### src/rtl/pwm_bank_pkg.sv
`timescale 1ns/1ps
package pwm_bank_pkg;

    // control word: bit 2 abrupt shutdown, bit 1 initial level high, bit 0 output enable
    typedef struct packed {
        logic abrupt;
        logic init_hi;
        logic oe;
    } pwm_ctrl_t;

    localparam int unsigned CTRL_W = $bits(pwm_ctrl_t);

    // word offsets inside a channel block
    typedef enum logic [1:0] {
        OFS_CTRL = 2'd0,
        OFS_DUTY = 2'd1,
        OFS_PER  = 2'd2,
        OFS_CNT  = 2'd3
    } ch_ofs_e;

    // word offsets inside the global block
    localparam logic [1:0] GLB_SET  = 2'd0;
    localparam logic [1:0] GLB_CLR  = 2'd1;
    localparam logic [1:0] GLB_STAT = 2'd2;

endpackage

### src/rtl/pwm_decode.sv
`timescale 1ns/1ps
module pwm_decode
    import pwm_bank_pkg::*;
#(
    parameter int unsigned NUM_CH = 8,
    parameter int unsigned ADDR_W = 6
) (
    input  logic                        wr_en_i,
    input  logic [ADDR_W-1:0]           wr_addr_i,
    output logic                        set_stb_o,
    output logic                        clr_stb_o,
    output logic [NUM_CH-1:0][3:0]      ch_sel_o
);
    localparam int unsigned BLK_W = ADDR_W - 2;

    logic [BLK_W-1:0] blk;
    logic [1:0]       ofs;

    assign blk = wr_addr_i[ADDR_W-1:2];
    assign ofs = wr_addr_i[1:0];

    assign set_stb_o = wr_en_i && (blk == '0) && (ofs == GLB_SET);
    assign clr_stb_o = wr_en_i && (blk == '0) && (ofs == GLB_CLR);

    for (genvar i = 0; i < NUM_CH; i++) begin : g_sel
        assign ch_sel_o[i] = (wr_en_i && (blk == BLK_W'(i + 1))) ? (4'b0001 << ofs) : 4'b0000;
    end

endmodule

### src/rtl/pwm_chan.sv
`timescale 1ns/1ps
module pwm_chan
    import pwm_bank_pkg::*;
#(
    parameter int unsigned CNT_W = 16
) (
    input  logic             clk_i,
    input  logic             rst_ni,
    input  logic             tick_i,
    input  logic             run_i,
    input  logic [3:0]       wr_sel_i,
    input  logic [CNT_W-1:0] wr_data_i,
    output logic             pin_o,
    output pwm_ctrl_t        ctrl_o,
    output logic [CNT_W-1:0] duty_o,
    output logic [CNT_W-1:0] period_o,
    output logic [CNT_W-1:0] cnt_o
);
    typedef struct packed {
        pwm_ctrl_t        ctrl;
        logic [CNT_W-1:0] duty;
        logic [CNT_W-1:0] period;
        logic [CNT_W-1:0] cnt;
        logic             grace;   // waveform still allowed after enable drop
        logic             pin;
    } chan_st_t;

    chan_st_t s_d, s_q;
    logic     cnt_wr, at_end, wrap, active, drive;

    always_comb begin
        s_d    = s_q;
        cnt_wr = wr_sel_i[OFS_CNT];
        at_end = (s_q.cnt == s_q.period);
        wrap   = run_i & tick_i & at_end & ~cnt_wr;

        if (wr_sel_i[OFS_CTRL]) s_d.ctrl   = pwm_ctrl_t'(wr_data_i[CTRL_W-1:0]);
        if (wr_sel_i[OFS_DUTY]) s_d.duty   = wr_data_i;
        if (wr_sel_i[OFS_PER])  s_d.period = wr_data_i;

        if (cnt_wr) begin
            s_d.cnt = wr_data_i;
        end else if (run_i & tick_i) begin
            s_d.cnt = at_end ? '0 : s_q.cnt + 1'b1;
        end

        s_d.grace = s_d.ctrl.oe | (s_q.grace & ~wrap & run_i);
        active    = (s_d.cnt >= s_d.duty) && (s_d.cnt <= s_d.period);
        drive     = s_d.ctrl.oe | (s_d.grace & ~s_d.ctrl.abrupt);
        s_d.pin   = s_d.ctrl.init_hi ^ (drive & active);
    end

    always_ff @(posedge clk_i or negedge rst_ni) begin
        if (!rst_ni) begin
            s_q <= '0;
        end else begin
            s_q <= s_d;
        end
    end

    assign pin_o    = s_q.pin;
    assign ctrl_o   = s_q.ctrl;
    assign duty_o   = s_q.duty;
    assign period_o = s_q.period;
    assign cnt_o    = s_q.cnt;

endmodule

### src/rtl/pwm_bank.sv
`timescale 1ns/1ps
module pwm_bank
    import pwm_bank_pkg::*;
#(
    parameter int unsigned NUM_CH = 8,   // must not exceed CNT_W
    parameter int unsigned CNT_W  = 16,
    parameter int unsigned ADDR_W = 6    // 2**ADDR_W >= 4*(NUM_CH+1)
) (
    input  logic              clk_i,
    input  logic              rst_ni,
    input  logic [NUM_CH-1:0] tick_i,
    input  logic              wr_en_i,
    input  logic [ADDR_W-1:0] wr_addr_i,
    input  logic [CNT_W-1:0]  wr_data_i,
    input  logic [ADDR_W-1:0] rd_addr_i,
    output logic [CNT_W-1:0]  rd_data_o,
    output logic [NUM_CH-1:0] pin_o
);
    localparam int unsigned BLK_W = ADDR_W - 2;

    logic                         set_stb, clr_stb;
    logic [NUM_CH-1:0][3:0]       ch_sel;
    logic [NUM_CH-1:0]            en_d, en_q;
    logic [NUM_CH-1:0]            set_mask, clr_mask;
    pwm_ctrl_t [NUM_CH-1:0]       ctrl_v;
    logic [NUM_CH-1:0][CNT_W-1:0] duty_v, per_v, cnt_v;
    logic [BLK_W-1:0]             rd_blk;
    logic [1:0]                   rd_ofs;

    pwm_decode #(
        .NUM_CH (NUM_CH),
        .ADDR_W (ADDR_W)
    ) dec_i (
        .wr_en_i   (wr_en_i),
        .wr_addr_i (wr_addr_i),
        .set_stb_o (set_stb),
        .clr_stb_o (clr_stb),
        .ch_sel_o  (ch_sel)
    );

    // shared run register
    always_comb begin
        set_mask = set_stb ? wr_data_i[NUM_CH-1:0] : '0;
        clr_mask = clr_stb ? wr_data_i[NUM_CH-1:0] : '0;
        en_d     = (en_q | set_mask) & ~clr_mask;
    end

    always_ff @(posedge clk_i or negedge rst_ni) begin
        if (!rst_ni) begin
            en_q <= '0;
        end else begin
            en_q <= en_d;
        end
    end

    for (genvar i = 0; i < NUM_CH; i++) begin : g_ch
        pwm_chan #(
            .CNT_W (CNT_W)
        ) chan_i (
            .clk_i     (clk_i),
            .rst_ni    (rst_ni),
            .tick_i    (tick_i[i]),
            .run_i     (en_q[i]),
            .wr_sel_i  (ch_sel[i]),
            .wr_data_i (wr_data_i),
            .pin_o     (pin_o[i]),
            .ctrl_o    (ctrl_v[i]),
            .duty_o    (duty_v[i]),
            .period_o  (per_v[i]),
            .cnt_o     (cnt_v[i])
        );
    end

    // read mux
    assign rd_blk = rd_addr_i[ADDR_W-1:2];
    assign rd_ofs = rd_addr_i[1:0];

    always_comb begin
        rd_data_o = '0;
        if ((rd_blk == '0) && (rd_ofs == GLB_STAT)) begin
            rd_data_o = CNT_W'(en_q);
        end
        for (int i = 0; i < NUM_CH; i++) begin
            if (rd_blk == BLK_W'(i + 1)) begin
                case (ch_ofs_e'(rd_ofs))
                    OFS_CTRL: rd_data_o = CNT_W'(ctrl_v[i]);
                    OFS_DUTY: rd_data_o = duty_v[i];
                    OFS_PER:  rd_data_o = per_v[i];
                    default:  rd_data_o = cnt_v[i];
                endcase
            end
        end
    end

endmodule

### config.mk
export PLATFORM = sky130hd
export DESIGN_NAME = pwm_bank
export DESIGN_NICKNAME = d
export VERILOG_FILES = /design/src/rtl/pwm_bank_pkg.sv /design/src/rtl/pwm_decode.sv /design/src/rtl/pwm_chan.sv /design/src/rtl/pwm_bank.sv
export SDC_FILE = /design/constraint.sdc
export NUM_CORES = 1
export LEC_CHECK = 0
export BUFFER_PORTS_ARGS = -buffer_cell sky130_fd_sc_hd__buf_4
export CAP_MARGIN = 10
export CORE_ASPECT_RATIO = 1.75
export CORE_MARGIN = 5
export CORE_UTILIZATION = 35
export DETAILED_ROUTE_END_ITERATION = 6
export PLACE_DENSITY_LB_ADDON = 0.2
export SLEW_MARGIN = 20
export SYNTH_ARGS = -nofsm -noshare
export SYNTH_HDL_FRONTEND = slang
export SYNTH_SLANG_ARGS = --single-unit
### constraint.sdc
create_clock -name clk_i -period 4.02 [get_ports clk_i]
set_input_delay 0.402 -clock clk_i [delete_from_list [all_inputs] [get_ports clk_i]]
set_output_delay 0.402 -clock clk_i [all_outputs]
set_load 0.005 [all_outputs]
==> run_results.csv, run 1 <==
group,metric,value,unit
status,status,"finished, final reports clean",
worst_setup_path,cp_top_family,"compound AO/OA/AOI/OAI gates",
cts,clock_sinks,432,
cts,cts.clk_slew.worst_paths,0.07,ns
cts,cts_buffer_depth,3,
power,p_sw,6.19,mW
power,seq_power_share,35.3,%
drt,wl_met2,60300,um
global_routing,overflow,0,
placement,gp_congestion,0.968,
global_routing,antenna_found_initial,1,
sta,rsz0062_at_grt,"yes",
synthesis,synth_seq_cells,432,
worst_setup_path,crit_path_top_delay_cell,"dfrtp_1",
drt,ant_nets,0,
synthesis,synth_top_family_by_area,"multiplexers",
sta,period_needed,3.90,ns
sta,setup_tns,0,ns
global_routing,track_usage,25.3,%
cts,tritoncts,"done",
sta,timing.slew.headroom,44.8,%
global_routing,grt_pass1_vias,26200,
sta,fin_crit_sh,96.9,%
floorplan,num_rows,141,
synthesis,syn-cell-area,29700,um2
placement,dp_hpwl,90100,um
hold_path,min_path_type,"primary input to register",
drt,routedWlPerCell,27.4,um
power,swShare,37.5,%
sta,final_max_slew_viol_count,0,
floorplan,die_h,396,um
synthesis,synth_xor_area_share,7.22,%
worst_setup_path,worstPathBufferInverterCount,1,
synthesis,syn_avg_cell_area,9.83,um2
synthesis,synth_ff_type,"dfrtp_1",
cts,cts_root_buf,"clkbuf_16",
worst_setup_path,slowest_delay,0.43,ns
synthesis,syn_nets,3320,
synthesis,synthMuxAreaShare,15.6,%
worst_setup_path,worstPathRequired,4.51,ns
cells_and_area,num-nets-final,3498,
global_routing,grt_max_degree,82,
synthesis,seq_area_frac_synth,36.4,%
cells_and_area,antenna-diode-count,0,
cells_and_area,layout_commonest_cell,"dfrtp_1",
drt,viasPerCell,5.71,
cts,cts.htree.levels,2,
worst_setup_path,crit_path_max_fanout,5,
cts,clk-insertion-delay-late,0.62,ns
cells_and_area,drive_above_1_share,18.8,%
synthesis,ys_types,79,
floorplan,num_io_pins,63,
floorplan,start_util,35.3,%
global_routing,grt_pass1_wl,172000,um
cells_and_area,fillers,8255,
cells_and_area,area_growth,16.4,%
synthesis,syn_inst,3026,
floorplan,core_region_area,84300,um2
power,ir_worst_vdd,229,uV
power,power_frac_clock,27.6,%
drt,vias,24600,
placement,port-buffer-count,62,
sta,fmax,0.257,GHz
power,leakage,17.0,nW
worst_setup_path,cp.arrival,4.39,ns
power,powerDensity,477,nW/um2
sta,fin_skew,0.0270,ns
drt,drt_drc_violations_left,0,
synthesis,synth_fa_ha_area_share,10.8,%
drt,wl_met3,4720,um
cts,numCtsBuffers,47,
drt,routed_wl,118000,um
sta,hold_viol,0,
drt,wl_met1,42400,um
sta,setup_viol,0,
drt,drt_pass1_iterations,5,
drt,top_layer_used,"met4",
worst_setup_path,crit_path_start_kind,"register",
cells_and_area,most-common-layout-cells,"dfrtp_1 (428), buf_4 (271), inv_1 (260)",
run,maxCapViolCount,0,
power,power.total,16.5,mW
worst_setup_path,crit_type,"register to register",
worst_setup_path,cp-end-kind,"register",
power,internal_power,10.3,mW
synthesis,yosysWarnings,0,
sta,tightest_slew,0.819,ns
floorplan,die_area,91100,um2
synthesis,synth_edf_count,0,
worst_setup_path,path_cells,"xnor2_1, nand4_1, nor4_1, buf_4, nor3_1, a21oi_1, nor2_1, a21oi_1, ha_1, nand2b_1, a21o_1, a21oi_2, o21ai_0, a2111oi_1, o21ai_0, a211oi_1, nor4b_1, xor2_1",
floorplan,die_x,230,um
synthesis,synth_compound_area_share,12.9,%
power,combPwrFrac,37.1,%
synthesis,yosys.area_share.simple,11.5,%
drt,drt_iter0_drc,1717,
synthesis,async_flop_share,100,%
==> cell usage after synthesis, types with 6 or more instances <==
library cell    n  area [um2]
nor2b_1        20         125
mux2i_1       243        2430
or2_2          15        93.8
a22oi_1       103         773
nor3b_1         7        52.6
buf_2           7        35.0
xnor2_1       176        1540
a211oi_1       11        82.6
a22o_1         10        87.6
clkbuf_1      129         484
and3_1         44         275
dfrtp_1       432       10800
ha_1          255        3190
o22ai_1        48         300
buf_1          18        67.6
o211ai_1        6        45.0
nand3_1        61         305
buf_4           8        60.1
and2_1         19         119
o21a_1         11        82.6
nand4_1        85         532
or4_1           8        60.1
inv_1         260         976
mux4_2         24         541
and4_1          6        52.6
o21ai_0       113         566
xor2_1         69         604
a31oi_1         6        37.5
nor4_1         18         113
mux2_2        149        1680
nor2_1         90         338
nand2b_1       19         119
a221oi_1       10        87.6
o31ai_1        59         443
nor3_1         22         110
nand2_1       228         856
a21o_1         63         473
a21oi_1        99         495
or3_1          10        62.6
==> state kept, by name, summed over array words and instances, names as in the netlist <==
register,count
g_ch.chan_i.ctrl_o,24
g_ch.chan_i.pin_o,8
g_ch.chan_i.period_o,128
en_q,8
g_ch.chan_i.s_q,8
g_ch.chan_i.duty_o,128
g_ch.chan_i.cnt_o,128
==> path summary, 6_finish.rpt <==
check                                             start                         end  slack [ns]  cells past startpoint
worst max-delay path            g_ch[4].chan_i.cnt_o[7]        g_ch[4].chan_i.pin_o        0.12                     18
worst min-delay path                          tick_i[0]       g_ch[0].chan_i.s_q[1]        0.18                      3
max in group asynchronous                        rst_ni     g_ch[3].chan_i.cnt_o[5]        2.61                      3
worst max register to register  g_ch[4].chan_i.cnt_o[7]        g_ch[4].chan_i.pin_o        0.12                     18
min in group asynchronous                        rst_ni  g_ch[2].chan_i.period_o[3]        0.40                      2
worst min register to register    g_ch[3].chan_i.s_q[1]       g_ch[3].chan_i.s_q[1]        0.51                      2
==> timing repair <==
item                                    4_1_cts  5_1_grt
cloned                                        0        0
endpoints found under the setup margin        3        7
hold buffers                                  1        0
pin swaps                                     0        3
hold endpoints to repair                     73        0
setup buffers                                 0        1
gates resized for setup                       5       25
==> area by class of cell <==
class | count | area, um2 | share of cell area, %
clock buffer | 74 | 1420 | 4.10
clock inverter | 13 | 139 | 0.401
inverter | 261 | 980 | 2.83
multi-input combinational | 2167 | 17400 | 50.3
sequential | 432 | 10800 | 31.3
tap | 1072 | 1340 | 3.88
timing repair buffer | 295 | 2490 | 7.20
==> kinds of logic (layout without fill, tap and decap cells) <==
kind of cell,after synthesis,count (layout)
AO/OA/AOI/OAI,576,576
AND/OR/NAND/NOR,674,674
multiplexers,416,416
flip-flops,432,432
adder cells (fa/ha/maj),256,256
buffers and inverters,427,643
XOR/XNOR,245,245
==> routing by layer <==
layer  vias up  track usage, %
met3       341            2.97
met2       765            46.0
met4         0            17.8
met5         -               0
met1     12300            27.0
li1      11200               -
==> worst min-delay path: stages <==
cell	delay (ns)
buf_4	0.14
a31oi_1	0.11
or2_2	0.10
==> metrics by stage <==
| stage | hold WS, ns | utilization [%] | cells | setup WS, ns | cell area, um2 |
|---|---|---|---|---|---|
| floorplan | 0.106 | - | 3026 | 0.230 | 29700 |
| global placement | 0.486 | 39.0 | 4225 | -0.0704 | 32900 |
| detailed placement | 0.489 | 39.0 | 4225 | -0.0499 | 32900 |
| CTS | 0.148 | 40.9 | 4313 | 0.0229 | 34500 |
| global route | 0.212 | 41.0 | 4314 | -0.0558 | 34600 |
| finish | 0.180 | 41.0 | 4314 | 0.123 | 34600 |
==> power by group through the flow <==
stage / sequential, mW / clock (mW) / combinational, mW
5_1_grt: 5.91 / 4.80 / 6.68
4_1_cts: 5.81 / 4.66 / 6.07
2_1_floorplan: 5.64 / 0 / 3.81
6_report: 5.82 / 4.56 / 6.12
3_3_place_gp: 5.86 / 0 / 5.92
3_5_place_dp: 5.88 / 0 / 6.00
Note: power is estimated with default switching activity, not from simulation.
==> run 2: changes to the inputs <==
REMOVE_ABC_BUFFERS = 1   (was default)
==> run 2 against run 1 <==
  * Critical path depth fell by 3
  * Total power fell by 0.52%
  * Setup slack improved by 0.029 ns
  * Via count rose by 0.52%
  * Clock-buffer cell count fell by 2
  * Utilization barely moved
  * Flip-flop and latch count did not move
  * Clock power fell by 2%
  * Critical endpoint is now g_ch[3].chan_i.pin_o
  * Critical path type unchanged
==> run_results.csv, run 2 (synthesis gave the netlist of run 1 again) <==
group,metric,value,unit
status,status,"finished, final reports clean",
worst_setup_path,slowest_delay,0.50,ns
sta,period_needed,3.87,ns
global_routing,grt_pass1_vias,26500,
drt,routedWlPerCell,27.8,um
floorplan,core_region_area,84300,um2
cells_and_area,layout_commonest_cell,"dfrtp_1",
placement,place_area,32900,um2
sta,fin_skew,0.0161,ns
cells_and_area,drive_above_1_share,18.9,%
drt,routed_wl,120000,um
floorplan,num_io_pins,63,
worst_setup_path,reg2reg_to,"g_ch[3].chan_i.pin_o",
global_routing,track_usage,25.7,%
floorplan,die_area,91100,um2
worst_setup_path,cp-end-kind,"register",
worst_setup_path,worstPathBufferInverterCount,0,
sta,fin_crit_sh,96.2,%
hold_path,whs_path_depth,3,
hold_path,hp-start,"tick_i[0]",
power,combPwrFrac,37.2,%
global_routing,grt_pass1_wl,176000,um
worst_setup_path,cp_top_family,"compound AO/OA/AOI/OAI gates",
cts,cts.clk_slew.worst_paths,0.06,ns
worst_setup_path,worstPathRequired,4.52,ns
sta,hold_viol,0,
power,power_frac_clock,27.1,%
global_routing,grt_max_degree,81,
cts,cts_root_buf,"clkbuf_16",
worst_setup_path,crit_path_max_fanout,6,
cells_and_area,most-common-layout-cells,"dfrtp_1 (426), buf_4 (270), inv_1 (260)",
drt,vias,24700,
power,internal_power,10.2,mW
sta,timing.slew.headroom,48.3,%
cells_and_area,antenna-diode-count,0,
sta,final_max_slew_viol_count,0,
cts,cts.htree.levels,2,
worst_setup_path,worstReg2RegStart,"g_ch[3].chan_i.cnt_o[2]",
worst_setup_path,cpMostUsedCell,"o21ai_0",
power,swShare,37.7,%
cells_and_area,finalCoreUtilization,41.0,%
hold_path,min_path_type,"primary input to register",
cts,tritoncts,"done",
worst_setup_path,r2r_slack,0.15,ns
cells_and_area,fillers,8274,
cts,clk-insertion-delay-late,0.61,ns
worst_setup_path,path_cells,"and3_1, and3_1, and2_1, nand2_1, xor2_1, o31ai_1, ha_1, nor2b_1, o21ai_0, nand2_1, a2111oi_2, o21ai_0, o21ai_0, o211ai_1, xnor2_1",
power,leakage,17.0,nW
worst_setup_path,crit_path_start_kind,"register",
cts,cts_buffer_depth,3,
floorplan,die_x,230,um
drt,drt_iter0_drc,1578,
power,ir_worst_vdd,249,uV
cells_and_area,fin_cells,4308,
cts,numCtsBuffers,47,
sta,tightest_slew,0.776,ns
global_routing,antenna_found_initial,0,
drt,viasPerCell,5.74,
cells_and_area,fin_area,34600,um2
sta,setup_viol,0,
placement,gp_congestion,0.947,
placement,port-buffer-count,62,
floorplan,die_h,396,um
worst_setup_path,crit_type,"register to register",
cts,clock_sinks,432,
hold_path,min_to,"g_ch[0].chan_i.s_q[1]",
worst_setup_path,crit_path_top_delay_cell,"dfrtp_1",
floorplan,num_rows,141,
worst_setup_path,cp.arrival,4.37,ns
placement,placed_cells,4223,
power,p_sw,6.18,mW
power,powerDensity,475,nW/um2
floorplan,start_util,35.3,%
worst_setup_path,r2r_cells,15,
sta,fmax,0.258,GHz
power,seq_power_share,35.7,%
drt,drt_drc_violations_left,0,
drt,ant_nets,0,
cells_and_area,num-nets-final,3496,
placement,dp_hpwl,92000,um
run,maxCapViolCount,0,
cells_and_area,area_growth,16.2,%
global_routing,overflow,0,
drt,drt_pass1_iterations,7,
## run 2: repair_timing
item	in CTS	in global routing
hold buffers	1	0
buffers inserted	0	1
gates resized for setup	3	36
pin swaps	0	4
hold endpoints to repair	73	0
setup endpoints to repair	2	6
## run 2: worst register-to-register path, stage by stage, from the launching register on
cell       delay [ns]
dfrtp_1          0.50
and3_1           0.23
and3_1           0.21
and2_1           0.22
nand2_1          0.09
xor2_1           0.15
o31ai_1          0.49
ha_1             0.36
nor2b_1          0.14
o21ai_0          0.14
nand2_1          0.08
a2111oi_2        0.41
o21ai_0          0.13
o21ai_0          0.17
o211ai_1         0.19
xnor2_1          0.24
## run 2: worst max-delay path by stage
stage / start / endpoint / cells after the start
after floorplan: rd_addr_i[1] / rd_data_o[3] / 7
after global placement: g_ch[0].chan_i.cnt_o[4] / g_ch[0].chan_i.pin_o / 18
after detailed placement: tick_i[0] / g_ch[0].chan_i.pin_o / 19
after CTS: g_ch[0].chan_i.cnt_o[4] / g_ch[0].chan_i.pin_o / 18
after global routing: g_ch[0].chan_i.cnt_o[1] / g_ch[0].chan_i.pin_o / 18
final: g_ch[3].chan_i.cnt_o[2] / g_ch[3].chan_i.pin_o / 15
## run 2: routing by layer
layer  track usage [%]  up-vias  wire [um]  share of wire (%)
met5                 0        -          0                  0
li1                  -    11200          -                  -
met1              28.3    12500      44200                 37
met2              47.0      768      61600                 51
met3              2.69      306       4580                3.8
met4              16.1        0       9380                7.8
## run 2: metrics by stage
| stage | TNS, ns | setup WS (ns) | hold WS, ns | total power, mW |
|---|---|---|---|---|
| global placement | -0.236 | -0.192 | 0.488 | 11.8 |
| CTS | 0 | 0.00675 | 0.180 | 16.4 |
| global route | -0.00937 | -0.00937 | 0.210 | 17.3 |
| floorplan | -14.67 | -1.22 | 0.106 | 9.32 |
| finish | 0 | 0.151 | 0.217 | 16.4 |
| detailed placement | -0.274 | -0.225 | 0.493 | 11.9 |
## run 2: area by class of cell
type                            count  area (um2)  area share, %
Multi-Input combinational cell   2167       17500           50.5
Sequential cell                   432       10800           31.3
Inverter                          261         980           2.83
Tap cell                         1072        1340           3.88
Clock inverter                     11         113          0.326
Timing Repair Buffer              293        2460           7.13
Clock buffer                       72        1390           4.03
## run 2: power by group through the flow
| stage | Sequential (mW) | Clock (mW) | Combinational, mW |
|---|---|---|---|
| CTS | 5.83 | 4.55 | 6.02 |
| detailed placement | 5.91 | 0 | 5.96 |
| finish | 5.86 | 4.45 | 6.11 |
| floorplan | 5.66 | 0 | 3.65 |
| global route | 5.95 | 4.69 | 6.67 |
| global placement | 5.88 | 0 | 5.90 |
